[config.mk]
export PLATFORM = sky130hd
export DESIGN_NAME = xt_kbd_tx
export DESIGN_NICKNAME = d
export VERILOG_FILES = /design/src/rtl/xtk_pkg.sv /design/src/rtl/xtk_sync.sv /design/src/rtl/xtk_phase_timer.sv /design/src/rtl/xtk_hold_detect.sv /design/src/rtl/xt_kbd_tx.sv
export SDC_FILE = /design/constraint.sdc
export NUM_CORES = 1
export LEC_CHECK = 0
export CAP_MARGIN = 0
export CORE_ASPECT_RATIO = 1.2
export CORE_MARGIN = 8
export CORE_UTILIZATION = 35
export DETAILED_ROUTE_END_ITERATION = 6
export MAX_ROUTING_LAYER = met4
export PLACE_DENSITY_LB_ADDON = 0.12
export SYNTH_ARGS = -nofsm -noshare
export SYNTH_HDL_FRONTEND = slang
export SYNTH_SLANG_ARGS = --single-unit
[constraint.sdc]
create_clock -name clk -period 2.1 [get_ports clk]
set_input_delay 0.315 -clock clk [delete_from_list [all_inputs] [get_ports clk]]
set_output_delay 0.315 -clock clk [all_outputs]
set_load 0.03 [all_outputs]
[src/rtl/xtk_pkg.sv]
package xtk_pkg;

    localparam int FRAME_BITS = 9;
    localparam logic [7:0] SELFTEST_OK = 8'hAA;

    typedef enum logic [2:0] {
        ST_BOOT    = 3'd0,
        ST_IDLE    = 3'd1,
        ST_HOLDOFF = 3'd2,
        ST_HI      = 3'd3,
        ST_LO      = 3'd4
    } xtk_state_e;

    // Frame layout, bit 0 first on the wire: start (1), code[6:0], make/break
    function automatic logic [FRAME_BITS-1:0] xtk_frame(input logic [7:0] scan);
        return {scan[7], scan[6:0], 1'b1};
    endfunction

endpackage

[src/rtl/xtk_sync.sv]
module xtk_sync #(
    parameter int STAGES = 2
) (
    input  logic clk,
    input  logic rst_n,
    input  logic d,
    output logic q
);
    logic [STAGES-1:0] chain_q;

    always_ff @(posedge clk or negedge rst_n) begin
        if (!rst_n) begin
            chain_q <= '1;
        end else begin
            chain_q <= {chain_q[STAGES-2:0], d};
        end
    end

    assign q = chain_q[STAGES-1];

endmodule

[src/rtl/xtk_phase_timer.sv]
module xtk_phase_timer #(
    parameter int CNT_W = 16
) (
    input  logic             clk,
    input  logic             rst_n,
    input  logic             restart,
    output logic [CNT_W-1:0] count
);
    always_ff @(posedge clk or negedge rst_n) begin
        if (!rst_n) begin
            count <= '0;
        end else if (restart) begin
            count <= '0;
        end else begin
            count <= count + 1'b1;
        end
    end

endmodule

[src/rtl/xtk_hold_detect.sv]
module xtk_hold_detect #(
    parameter int LIMIT = 2500000
) (
    input  logic clk,
    input  logic rst_n,
    input  logic line_low,
    input  logic tx_active,
    output logic hit
);
    localparam int CW = $clog2(LIMIT + 1);

    logic [CW-1:0] low_cnt;
    logic          counting;

    assign counting = line_low && !tx_active;

    always_ff @(posedge clk or negedge rst_n) begin
        if (!rst_n) begin
            low_cnt <= '0;
            hit     <= 1'b0;
        end else begin
            hit <= counting && (low_cnt == CW'(LIMIT - 1));
            if (!counting) begin
                low_cnt <= '0;
            end else if (low_cnt != CW'(LIMIT)) begin
                low_cnt <= low_cnt + 1'b1;
            end
        end
    end

    AST_RESET_PULSE_SINGLE: assert property (@(posedge clk) disable iff (!rst_n)
        hit |=> !hit);

    AST_RESET_NEEDS_LOW: assert property (@(posedge clk) disable iff (!rst_n)
        hit |-> $past(line_low));

endmodule

[src/rtl/xt_kbd_tx.sv]
module xt_kbd_tx
    import xtk_pkg::*;
#(
    parameter int HALF_CYC     = 6250,
    parameter int BOOT_CYC     = 62500,
    parameter int HOLD_RST_CYC = 2500000,
    parameter int SYNC_STAGES  = 2
) (
    input  logic       clk,
    input  logic       rst_n,
    input  logic       byte_valid,
    input  logic [7:0] byte_data,
    output logic       byte_ready,
    input  logic       kclk_in,
    output logic       kclk_pull_low,
    output logic       kdata_out,
    output logic       host_reset_req
);
    localparam int TMR_MAX = (HALF_CYC > BOOT_CYC) ? HALF_CYC : BOOT_CYC;
    localparam int TMR_W   = $clog2(TMR_MAX) + 1;
    localparam int IDX_W   = $clog2(FRAME_BITS);

    xtk_state_e             state_q, state_d;
    logic [FRAME_BITS-1:0]  frame_q, frame_d;
    logic [IDX_W-1:0]       idx_q, idx_d;
    logic [TMR_W-1:0]       tmr_cnt;
    logic                   tmr_restart;
    logic                   clk_s;
    logic                   rst_hit;
    logic                   tx_active;
    logic                   phase_done;
    logic                   boot_done;
    logic                   last_bit;

    xtk_sync #(.STAGES(SYNC_STAGES)) u_sync (
        .clk   (clk),
        .rst_n (rst_n),
        .d     (kclk_in),
        .q     (clk_s)
    );

    xtk_phase_timer #(.CNT_W(TMR_W)) u_timer (
        .clk     (clk),
        .rst_n   (rst_n),
        .restart (tmr_restart),
        .count   (tmr_cnt)
    );

    xtk_hold_detect #(.LIMIT(HOLD_RST_CYC)) u_hold (
        .clk       (clk),
        .rst_n     (rst_n),
        .line_low  (!clk_s),
        .tx_active (tx_active),
        .hit       (rst_hit)
    );

    assign tx_active   = (state_q == ST_HI) || (state_q == ST_LO);
    assign phase_done  = (tmr_cnt == TMR_W'(HALF_CYC - 1));
    assign boot_done   = (tmr_cnt == TMR_W'(BOOT_CYC - 1));
    assign last_bit    = (idx_q == IDX_W'(FRAME_BITS - 1));
    assign tmr_restart = (state_d != state_q) || rst_hit;

    // Next-state logic
    always_comb begin
        state_d = state_q;
        frame_d = frame_q;
        idx_d   = idx_q;
        if (rst_hit) begin
            state_d = ST_BOOT;
            idx_d   = '0;
        end else begin
            unique case (state_q)
                ST_BOOT: begin
                    if (boot_done) begin
                        frame_d = xtk_frame(SELFTEST_OK);
                        state_d = ST_HOLDOFF;
                    end
                end
                ST_IDLE: begin
                    if (byte_valid) begin
                        frame_d = xtk_frame(byte_data);
                        state_d = ST_HOLDOFF;
                    end
                end
                ST_HOLDOFF: begin
                    if (clk_s) begin
                        idx_d   = '0;
                        state_d = ST_HI;
                    end
                end
                ST_HI: begin
                    if (phase_done) begin
                        state_d = ST_LO;
                    end
                end
                ST_LO: begin
                    if (phase_done) begin
                        if (last_bit) begin
                            state_d = ST_IDLE;
                        end else begin
                            idx_d   = idx_q + 1'b1;
                            state_d = ST_HI;
                        end
                    end
                end
                default: begin
                    state_d = ST_BOOT;
                end
            endcase
        end
    end

    // State register
    always_ff @(posedge clk or negedge rst_n) begin
        if (!rst_n) begin
            state_q <= ST_BOOT;
            frame_q <= '0;
            idx_q   <= '0;
        end else begin
            state_q <= state_d;
            frame_q <= frame_d;
            idx_q   <= idx_d;
        end
    end

    // Outputs
    always_comb begin
        byte_ready     = 1'b0;
        kclk_pull_low  = 1'b0;
        kdata_out      = 1'b0;
        host_reset_req = rst_hit;
        unique case (state_q)
            ST_IDLE: byte_ready = 1'b1;
            ST_HI:   kdata_out  = frame_q[idx_q];
            ST_LO: begin
                kclk_pull_low = 1'b1;
                kdata_out     = frame_q[idx_q];
            end
            default: ;
        endcase
    end

    AST_IDLE_LINES: assert property (@(posedge clk) disable iff (!rst_n)
        byte_ready |-> (!kclk_pull_low && !kdata_out));

    AST_READY_DROPS: assert property (@(posedge clk) disable iff (!rst_n)
        (byte_valid && byte_ready && !host_reset_req) |=> !byte_ready);

    AST_HOLDOFF_WAITS: assert property (@(posedge clk) disable iff (!rst_n)
        (state_q == ST_HOLDOFF && !clk_s && !rst_hit) |=> !kclk_pull_low);

    AST_START_IS_ONE: assert property (@(posedge clk) disable iff (!rst_n)
        ($past(state_q) == ST_HOLDOFF && state_q == ST_HI) |-> kdata_out);

    AST_DATA_BEFORE_FALL: assert property (@(posedge clk) disable iff (!rst_n)
        $rose(kclk_pull_low) |-> $stable(kdata_out));

    AST_DATA_HELD_LOW: assert property (@(posedge clk) disable iff (!rst_n)
        (kclk_pull_low && $past(kclk_pull_low)) |-> $stable(kdata_out));

    AST_HOST_RESET_BOOT: assert property (@(posedge clk) disable iff (!rst_n)
        host_reset_req |=> (state_q == ST_BOOT && !byte_ready));

    AST_END_OF_FRAME: assert property (@(posedge clk) disable iff (!rst_n)
        ($fell(kclk_pull_low) && $past(last_bit) && !$past(rst_hit)) |-> (byte_ready && !kdata_out));

endmodule

==> metrics.txt, run 1 <==
status completed; Chip Height 119 um; Final WS setup 0.0519 ns; die area 12100 um^2; simple-gate share of the synthesized area 27.8%; largest cells by area after synthesis dfrtp_1 (45%), xnor2_1 (7.1%), nor2_1 (5.1%); Yosys top cell by area dfrtp_1; Hold Violations, Final 0; H-tree depth 3; Yosys top cell area share 45.3%; grt total ovfl 0; DRT iter0 DRCs 99; post-synthesis register bit count 58; startpoint class of the critical path flop; Highest Clock Rate 488 MHz; Clk pin slew, worst setup/hold paths 0.07 ns; Initial Util 35.9%; RSZ-0062 raised after global routing yes; vias in the first global route 2437; combinational family with the most area after synthesis simple AND/OR/NAND/NOR gates; total CTS buffers 9; Hold Crit Class reg -> reg; Synth Flop Type dfrtp_1; Area growth, synth to finish 24.7%; Async SR Flop Fraction 100%; top cells by instance count after synthesis dfrtp_1 (56), nor2_1 (42), xnor2_1 (25), nand2_1 (18), nand3_1 (15); I/O Buffers 15; Cell variety after synth 45; overall power 2350 uW; Post-Syn Instances 308; data required time at the worst endpoint 1.78 ns; Final Cycle Share 97.5%; Synth warnings 0; residual DRC count 0; Ports 16; Final HPWL DP 4870 um; max-cap violations 0; Net Count, Synth 326; switch share 21.4%; Post-Synth Adder-Cell Area 2.43%; sequential area share after synthesis 47.0%; number of clock sinks 58; Worst Skew 0.0152 ns; largest net degree at the start of global routing 44; Reg power frac 47.9%; clk_lat worst skew 0.34 ns; Tmin final 2.05 ns; Comb power frac 2.4%; Slew headroom 72.5%; Psw 504 uW; Antenna Nets Post-Route 0; Compound-Gate Fraction of Synth Area 6.27%; CTS tree done; WL/cell 14.4 um; routed vias/inst 5.00; syn avg cell area 10.1 um^2; CP Max Fanout 3; Chip Width 102 um; Root Buffer clkbuf_8; share of cells above drive strength 1 18.5%; nets 370; DR pass1 iterations 4; clock group share of total power 49.7%; cell row count 37; Arr. time, crit path 1.73 ns; VDD IR max 0.253 mV; synthesized area 3100 um^2; Fill cells 856; Lkg Pwr 0.00157 uW; WHS 0.357 ns; XOR/XNOR share of the synthesized area 10.2%; Worst Setup End Kind primary output; final setup violation count 0; global-route wire length before repair 11800 um; ant diodes 0; worst slew pin tran 0.412 ns; Power Dens Cells 610 nW/um^2; DR vias 2371; most common cell in the netlist dfrtp_1; number of enable flip-flop cells after synthesis 0; P_int 1850 uW; Global Route Usage Sum 12.6%; Placer Congestion 0.786; post-synthesis mux area share 3.84%; WS Path Type reg -> out; Routed WL 6810 um; fin. max-slew vios 0; Reg2Reg Setup Slack 0.07 ns; clock buffer depth 2; Core ar. 8610 um^2; initial antenna violation count 0; Setup WS pre-CTS -0.111 ns
-- metrics by stage --
stage / instances / cell area (um^2) / TNS (ns) / utilization (%)
6_report: 474 / 3860 / 0 / 44.8
5_1_grt: 474 / 3860 / -0.0755 / 44.8
4_1_cts: 472 / 3810 / -0.145 / 44.2
3_5_place_dp: 455 / 3570 / -0.111 / 41.5
3_3_place_gp: 455 / 3570 / -0.100 / 41.5
2_1_floorplan: 308 / 3110 / 0 / -
-- cell usage in the layout, fill, tap and decap left out, types with 2 or more instances in the layout --
cell type | Yosys | layout
nor3_4 | 1 | 2
dfrtp_1 | 56 | 56
nand2_1 | 18 | 17
a22o_1 | 4 | 4
or3_1 | 3 | 3
nor3b_1 | 4 | 3
buf_4 | 0 | 25
mux2i_1 | 4 | 4
nor4_1 | 14 | 12
nor4_2 | 0 | 2
nand3_1 | 15 | 15
xnor2_1 | 25 | 25
o21a_1 | 3 | 3
or2_2 | 2 | 2
ha_1 | 6 | 6
bufinv_16 | 0 | 2
dlygate4sd2_1 | 0 | 2
xor2_1 | 11 | 11
nand3b_1 | 3 | 3
buf_12 | 0 | 3
nor4b_1 | 4 | 4
nor3_1 | 9 | 9
mux4_2 | 3 | 3
nand4_1 | 9 | 9
nand2b_1 | 8 | 8
clkbuf_8 | 0 | 10
and3_1 | 5 | 5
clkdlybuf4s50_1 | 0 | 11
clkinv_2 | 0 | 2
dfstp_2 | 2 | 2
and2_1 | 5 | 5
o22a_1 | 4 | 4
and4_1 | 5 | 5
inv_1 | 9 | 9
a21oi_1 | 7 | 7
nor2_1 | 42 | 42
-- metal layers --
layer	up-vias	part of all wire, %	track usage, %	routed length, um
met4	0	2.1	5.98	141
li1	1180	-	-	-
met5	-	0	-	0
met3	12	2.2	2.86	149
met2	24	49	19.3	3310
met1	1155	47	15.4	3210
-- kinds of logic (layout without fill, tap and decap cells) --
logic type      count (synthesis)  after routing
compound gates                 26             26
buf+inv                        20             69
fa+ha+maj                       6              6
simple gates                  154            154
mux                             8              8
flops                          58             58
xor+xnor                       36             36
-- worst paths after layout --
kind | start | to | depth (start not counted)
worst max-delay path | idx_q[0] | kdata_out | 5
worst max register to register | u_timer.count[4] | state_q[0] | 5
min in group asynchronous | rst_n | u_timer.count[3] | 2
worst min register to register | u_sync.chain_q[0] | u_sync.chain_q[1] | 0
max in group asynchronous | rst_n | u_sync.chain_q[0] | 3
worst min-delay path | u_sync.chain_q[0] | u_sync.chain_q[1] | 0
-- power groups by stage --
| stage | clock network, uW | registers (uW) | logic (uW) |
|---|---|---|---|
| 3_3_place_gp | 0 | 1150 | 57.3 |
| 2_1_floorplan | 0 | 1150 | 4.91 |
| 4_1_cts | 1210 | 1130 | 58.3 |
| 5_1_grt | 1260 | 1130 | 63.3 |
| 6_report | 1170 | 1130 | 55.6 |
| 3_5_place_dp | 0 | 1150 | 56.9 |
-- registers in the layout, summed over array words and instances (netlist names) --
name	count
idx_q	4
state_q	3
u_sync.chain_q	2
frame_q	9
u_timer.count	17
u_hold.hit	1
u_hold.low_cnt	22
-- what timing repair did --
| action | CTS | global route |
|---|---|---|
| cloned | 0 | 0 |
| hold buffers | 1 | 0 |
| setup endpoints to repair | 5 | 12 |
| pin swaps | 0 | 2 |
| setup buffers | 0 | 2 |
| resized for setup | 6 | 11 |
| endpoints found under the hold margin | 15 | 0 |
-- critical path, stage by stage, from the launching register on --
cell	delay, ns
dfrtp_1	0.41
mux4_2	0.50
mux2i_1	0.13
o21ai_1	0.10
o21a_1	0.12
buf_6	0.14
-- cell type report --
type	instances	area (um^2)	share of cell area, %
clock buffer	11	141	3.66
clock inverter	5	77.6	2.01
inverter	9	33.8	0.875
multi-input combinational	230	1600	41.6
sequential	58	1450	37.7
tap	117	146	3.79
timing repair buffer	44	402	10.4
Note: power is estimated with default switching activity, not from simulation.
==> run 2, diff against run 1 <==
DONT_BUFFER_PORTS = 1   (was not set)
==> run 2 against run 1 <==
Net effect:
- critical path depth decreased by 1
- highest routed layer unchanged
- via count decreased by 3.2%
- cell count decreased by 4.2%
- clock-buffer cell count unchanged
- die area unchanged
==> metrics.txt, run 2 (synthesized netlist as in run 1, its figures left out) <==
initial antenna violation count 0; Hold Violations, Final 0; launch point of the worst reg-to-reg path u_timer.count[4]; footprint of the multi-input gates 1590 um^2; Final Cycle Share 95.8%; final core occ 42.5%; commonest non-fill, non-tap cell in the layout dfrtp_1; vias in the first global route 2420; Power Dens Cells 609 nW/um^2; Global Route Usage Sum 13.3%; RSZ-0062 raised after global routing yes; Largest Register u_hold.low_cnt; Chip Height 119 um; Initial Util 35.9%; Chip Width 102 um; max-cap violations 0; WS Path Type reg -> out; Area growth, synth to finish 18.1%; Fill cells 869; Lkg Pwr 0.00147 uW; Largest regs u_hold.low_cnt: 22 flops, u_timer.count: 17 flops, frame_q: 9 flops; WL/cell 15.4 um; Arr. time, crit path 1.70 ns; clock buffer depth 2; max reg flops 22; Hold Crit Class in -> reg; most frequent cells in the layout dfrtp_1 (55), nor2_1 (41), xnor2_1 (25), buf_4 (19), nand2_1 (18); CTS tree done; Routed WL 7010 um; Antenna Nets Post-Route 0; startpoint class of the critical path flop; I/O Buffers 0; VDD IR max 0.330 mV; status completed; residual DRC count 0; largest net degree at the start of global routing 59; fin area 3660 um^2; worst r2r path cells 6; DRT iter0 DRCs 45; Reg2Reg Setup Slack 0.10 ns; Placer Congestion 0.779; H-tree depth 3; placed cell area 3360 um^2; grt total ovfl 0; data required time at the worst endpoint 1.78 ns; fin. max-slew vios 0; share of cells above drive strength 1 17.5%; clk_lat worst skew 0.34 ns; total CTS buffers 9; Seq. cell area 1460 um^2; min-delay src byte_data[7]; overall power 2230 uW; ant diodes 0; routed vias/inst 5.06; WHS Endpoint frame_q[8]; Slew headroom 68.3%; Clk pin slew, worst setup/hold paths 0.07 ns; worst reg2reg path endpoint u_timer.count[12]; worst slew pin tran 0.472 ns; final setup violation count 0; number of clock sinks 58; CP Max Fanout 6; DR pass1 iterations 4; global-route wire length before repair 12300 um; cell row count 37; hold path cells 1; Core ar. 8610 um^2; nets 350; Ports 16; Tmin final 2.01 ns; beginning of the critical path idx_q[0]; Setup TNS 0 ns; DR vias 2295; Highest Clock Rate 497 MHz; Root Buffer clkbuf_8; Final HPWL DP 4880 um; Worst Setup End Kind primary output; Worst Skew 0.00872 ns; die area 12100 um^2
run 2: cell count changes in the layout (fill, tap and decap cells not counted), sizes merged:
cell,previous run,this run
clkdlybuf4s50,11,0
dlygate4sd3,1,2
dlygate4sd2,2,0
bufinv,2,1
clkinv,2,3
buf,30,22
run 2: final cells by class:
| type | count | area share, % |
|---|---|---|
| multi-input combinational | 230 | 43.4 |
| sequential | 58 | 39.8 |
| timing repair buffer | 24 | 6.30 |
| clock buffer | 11 | 4.14 |
| tap | 117 | 4.00 |
| clock inverter | 5 | 1.44 |
| inverter | 9 | 0.924 |
run 2: through the flow:
step / cells / hold WS, ns / setup slack [ns]
4_1_cts: 452 / 0.0696 / 0.00523
2_1_floorplan: 308 / 0.0194 / 0.0257
6_report: 454 / 0.0968 / 0.0877
3_3_place_gp: 433 / 0.0218 / -0.0317
5_1_grt: 454 / 0.0682 / -0.0292
3_5_place_dp: 433 / 0.0222 / -0.0686
run 2: how the worst max path moves through the flow:
stage                   endpoint  slack (ns)
3_5_place_dp   u_timer.count[12]       -0.07
4_1_cts                kdata_out       0.005
6_report               kdata_out        0.09
5_1_grt                kdata_out       -0.03
2_1_floorplan         state_q[0]        0.03
3_3_place_gp    u_timer.count[2]       -0.03
run 2: repair_timing:
item	4_1_cts	5_1_grt
pin swaps	0	1
hold buffers	3	0
gates resized for setup	3	3
buffers inserted	0	2
hold endpoints to repair	59	0
endpoints found under the setup margin	10	13
run 2: worst max-delay path: stages (launching register included):
cell,delay (ns)
dfrtp_2,0.43
mux4_2,0.52
mux2i_1,0.14
o21ai_1,0.08
o21a_2,0.19
run 2: routing by layer:
metal / vias up / GRT usage [%] / part of all wire [%]
met5: - / - / 0
met4: 0 / 5.52 / 1.1
met3: 5 / 4.02 / 3.1
met2: 29 / 20.2 / 50
met1: 1120 / 16.0 / 46
li1: 1141 / - / -
run 2: power breakdown:
part | internal (uW) | switching (uW)
Clock | 606 | 458
Sequential | 1120 | 3.48
Combinational | 11.8 | 24.6
==> run 3, diff against run 2 <==
CORE_UTILIZATION = 55   (was 35)
SKIP_LAST_GASP = 1   (was not set)
==> run 3 against run 2 <==
Net effect:
- via count grew 0.96%
- clock skew grew 0.00089 ns
- flip-flop and latch count is the same
- fmax shrank 2.0%
- critical endpoint is now state_q[0]
- critical path depth grew 1
- clock-buffer cell count shrank 2
- first-iteration DRC count grew to 3.8 times the previous value
- largest cell class unchanged
- setup slack lost 0.040 ns
- register-to-register slack lost 0.05 ns
- global-route usage grew 4.5 points
- sequential share of layout area grew 1.2 points
==> metrics.txt, run 3 (synthesized netlist as in run 1, its figures left out) <==
Worst Setup End Kind flop; hold path cells 1; max-cap violations 0; number of clock sinks 58; Hold Crit Class in -> reg; Routed WL 6600 um; final core occ 63.9%; Arr. time, crit path 2.31 ns; Power Dens Cells 581 nW/um^2; Slew headroom 68.6%; DR pass1 iterations 4; Largest Register u_hold.low_cnt; largest net degree at the start of global routing 59; beginning of the critical path u_timer.count[5]; Initial Util 55.7%; global-route wire length before repair 11400 um; worst r2r path cells 5; CP Max Fanout 4; clock buffer depth 2; vias in the first global route 2371; clk_lat worst skew 0.34 ns; Antenna Nets Post-Route 0; Lkg Pwr 0.00145 uW; worst reg2reg path endpoint state_q[0]; fin. max-slew vios 0; ant diodes 0; Clk pin slew, worst setup/hold paths 0.07 ns; Highest Clock Rate 487 MHz; Setup TNS 0 ns; share of cells above drive strength 1 17.8%; fin cells 401; status completed; CTS tree done; Core ar. 5560 um^2; Final Cycle Share 97.7%; routed vias/inst 5.78; Placer Congestion 0.777; worst slew pin tran 0.468 ns; WL/cell 16.4 um; DR vias 2317; placed instance count 379; H-tree depth 3; Area growth, synth to finish 14.7%; Root Buffer clkbuf_8; Final HPWL DP 4530 um; data required time at the worst endpoint 2.36 ns; launch point of the worst reg-to-reg path u_timer.count[5]; RSZ-0062 raised after global routing yes; Worst Skew 0.00961 ns; DRT iter0 DRCs 171; cell row count 30; die area 8290 um^2; nets 350; Chip Width 84.5 um; total CTS buffers 9; Global Route Usage Sum 17.8%; Chip Height 98.2 um; WS Path Type reg -> reg; Largest regs u_hold.low_cnt: 22 flops, u_timer.count: 17 flops, frame_q: 9 flops; VDD IR max 0.500 mV; residual DRC count 0; most frequent cells in the layout dfrtp_1 (55), nor2_1 (41), xnor2_1 (25), buf_4 (20), nand2_1 (17); Ports 16; Tmin final 2.05 ns; final setup violation count 0; max reg flops 22; Reg2Reg Setup Slack 0.05 ns; Worst setup endpoint state_q[0]; startpoint class of the critical path flop; grt total ovfl 0; commonest non-fill, non-tap cell in the layout dfrtp_1; Hold Violations, Final 0; initial antenna violation count 0; I/O Buffers 0
==> run 3: area by class of cell <==
cell class / instances / area (um^2)
clock inverters: 7 / 46.3
repair buffers: 24 / 218
multi-input cells: 230 / 1590
well taps: 64 / 80.1
inverters: 9 / 33.8
flip-flops and latches: 58 / 1460
clock buffers: 9 / 124
fillers: 465 / 2010
==> run 3: timing repair <==
action,in CTS,in global routing
hold endpoints to repair,59,0
hold buffers,3,0
gates resized for setup,1,6
setup endpoints to repair,1,12
buffers inserted,0,3
==> run 3: per-layer routing <==
metal	track usage, %	wire, um
met5	-	0
met4	5.63	69
met3	4.79	185
met1	21.2	2950
met2	28.7	3390
==> run 3: through the flow <==
| step | power, uW | instance area, um^2 | worst slack [ns] | hold slack [ns] |
|---|---|---|---|---|
| 2_1_floorplan | 1150 | 3110 | 0.0257 | 0.0194 |
| 6_report | 2060 | 3550 | 0.0474 | 0.0892 |
| 3_5_place_dp | 1150 | 3290 | 0.0224 | 0.0213 |
| 4_1_cts | 2080 | 3510 | 0.00745 | 0.0858 |
| 3_3_place_gp | 1150 | 3290 | 0.0990 | 0.0214 |
| 5_1_grt | 2130 | 3550 | -0.0282 | 0.0761 |
==> run 3: worst max-delay path, stage by stage (launching register included) <==
cell and delay [ns]:
dfrtp_1 0.42, or4b_4 0.51, nor4_4 0.25, nand3_1 0.11, mux4_2 0.48, a211oi_2 0.20
==> run 3: worst min path at each step <==
stage            startpoint                to  slack (ns)
3_5_place_dp          rst_n  u_timer.count[7]        0.02
6_report       byte_data[7]        frame_q[8]        0.09
5_1_grt        byte_data[1]        frame_q[2]        0.08
2_1_floorplan         rst_n        frame_q[0]        0.02
3_3_place_gp          rst_n  u_timer.count[7]        0.02
4_1_cts        byte_data[7]        frame_q[8]        0.09
==> run 3: report_power, final <==
| group | leakage (uW) | internal, uW | switching, uW |
|---|---|---|---|
| combinational | 0.000594 | 11.8 | 23.8 |
| clock | 0.0000810 | 422 | 478 |
| sequential | 0.000773 | 1120 | 2.99 |
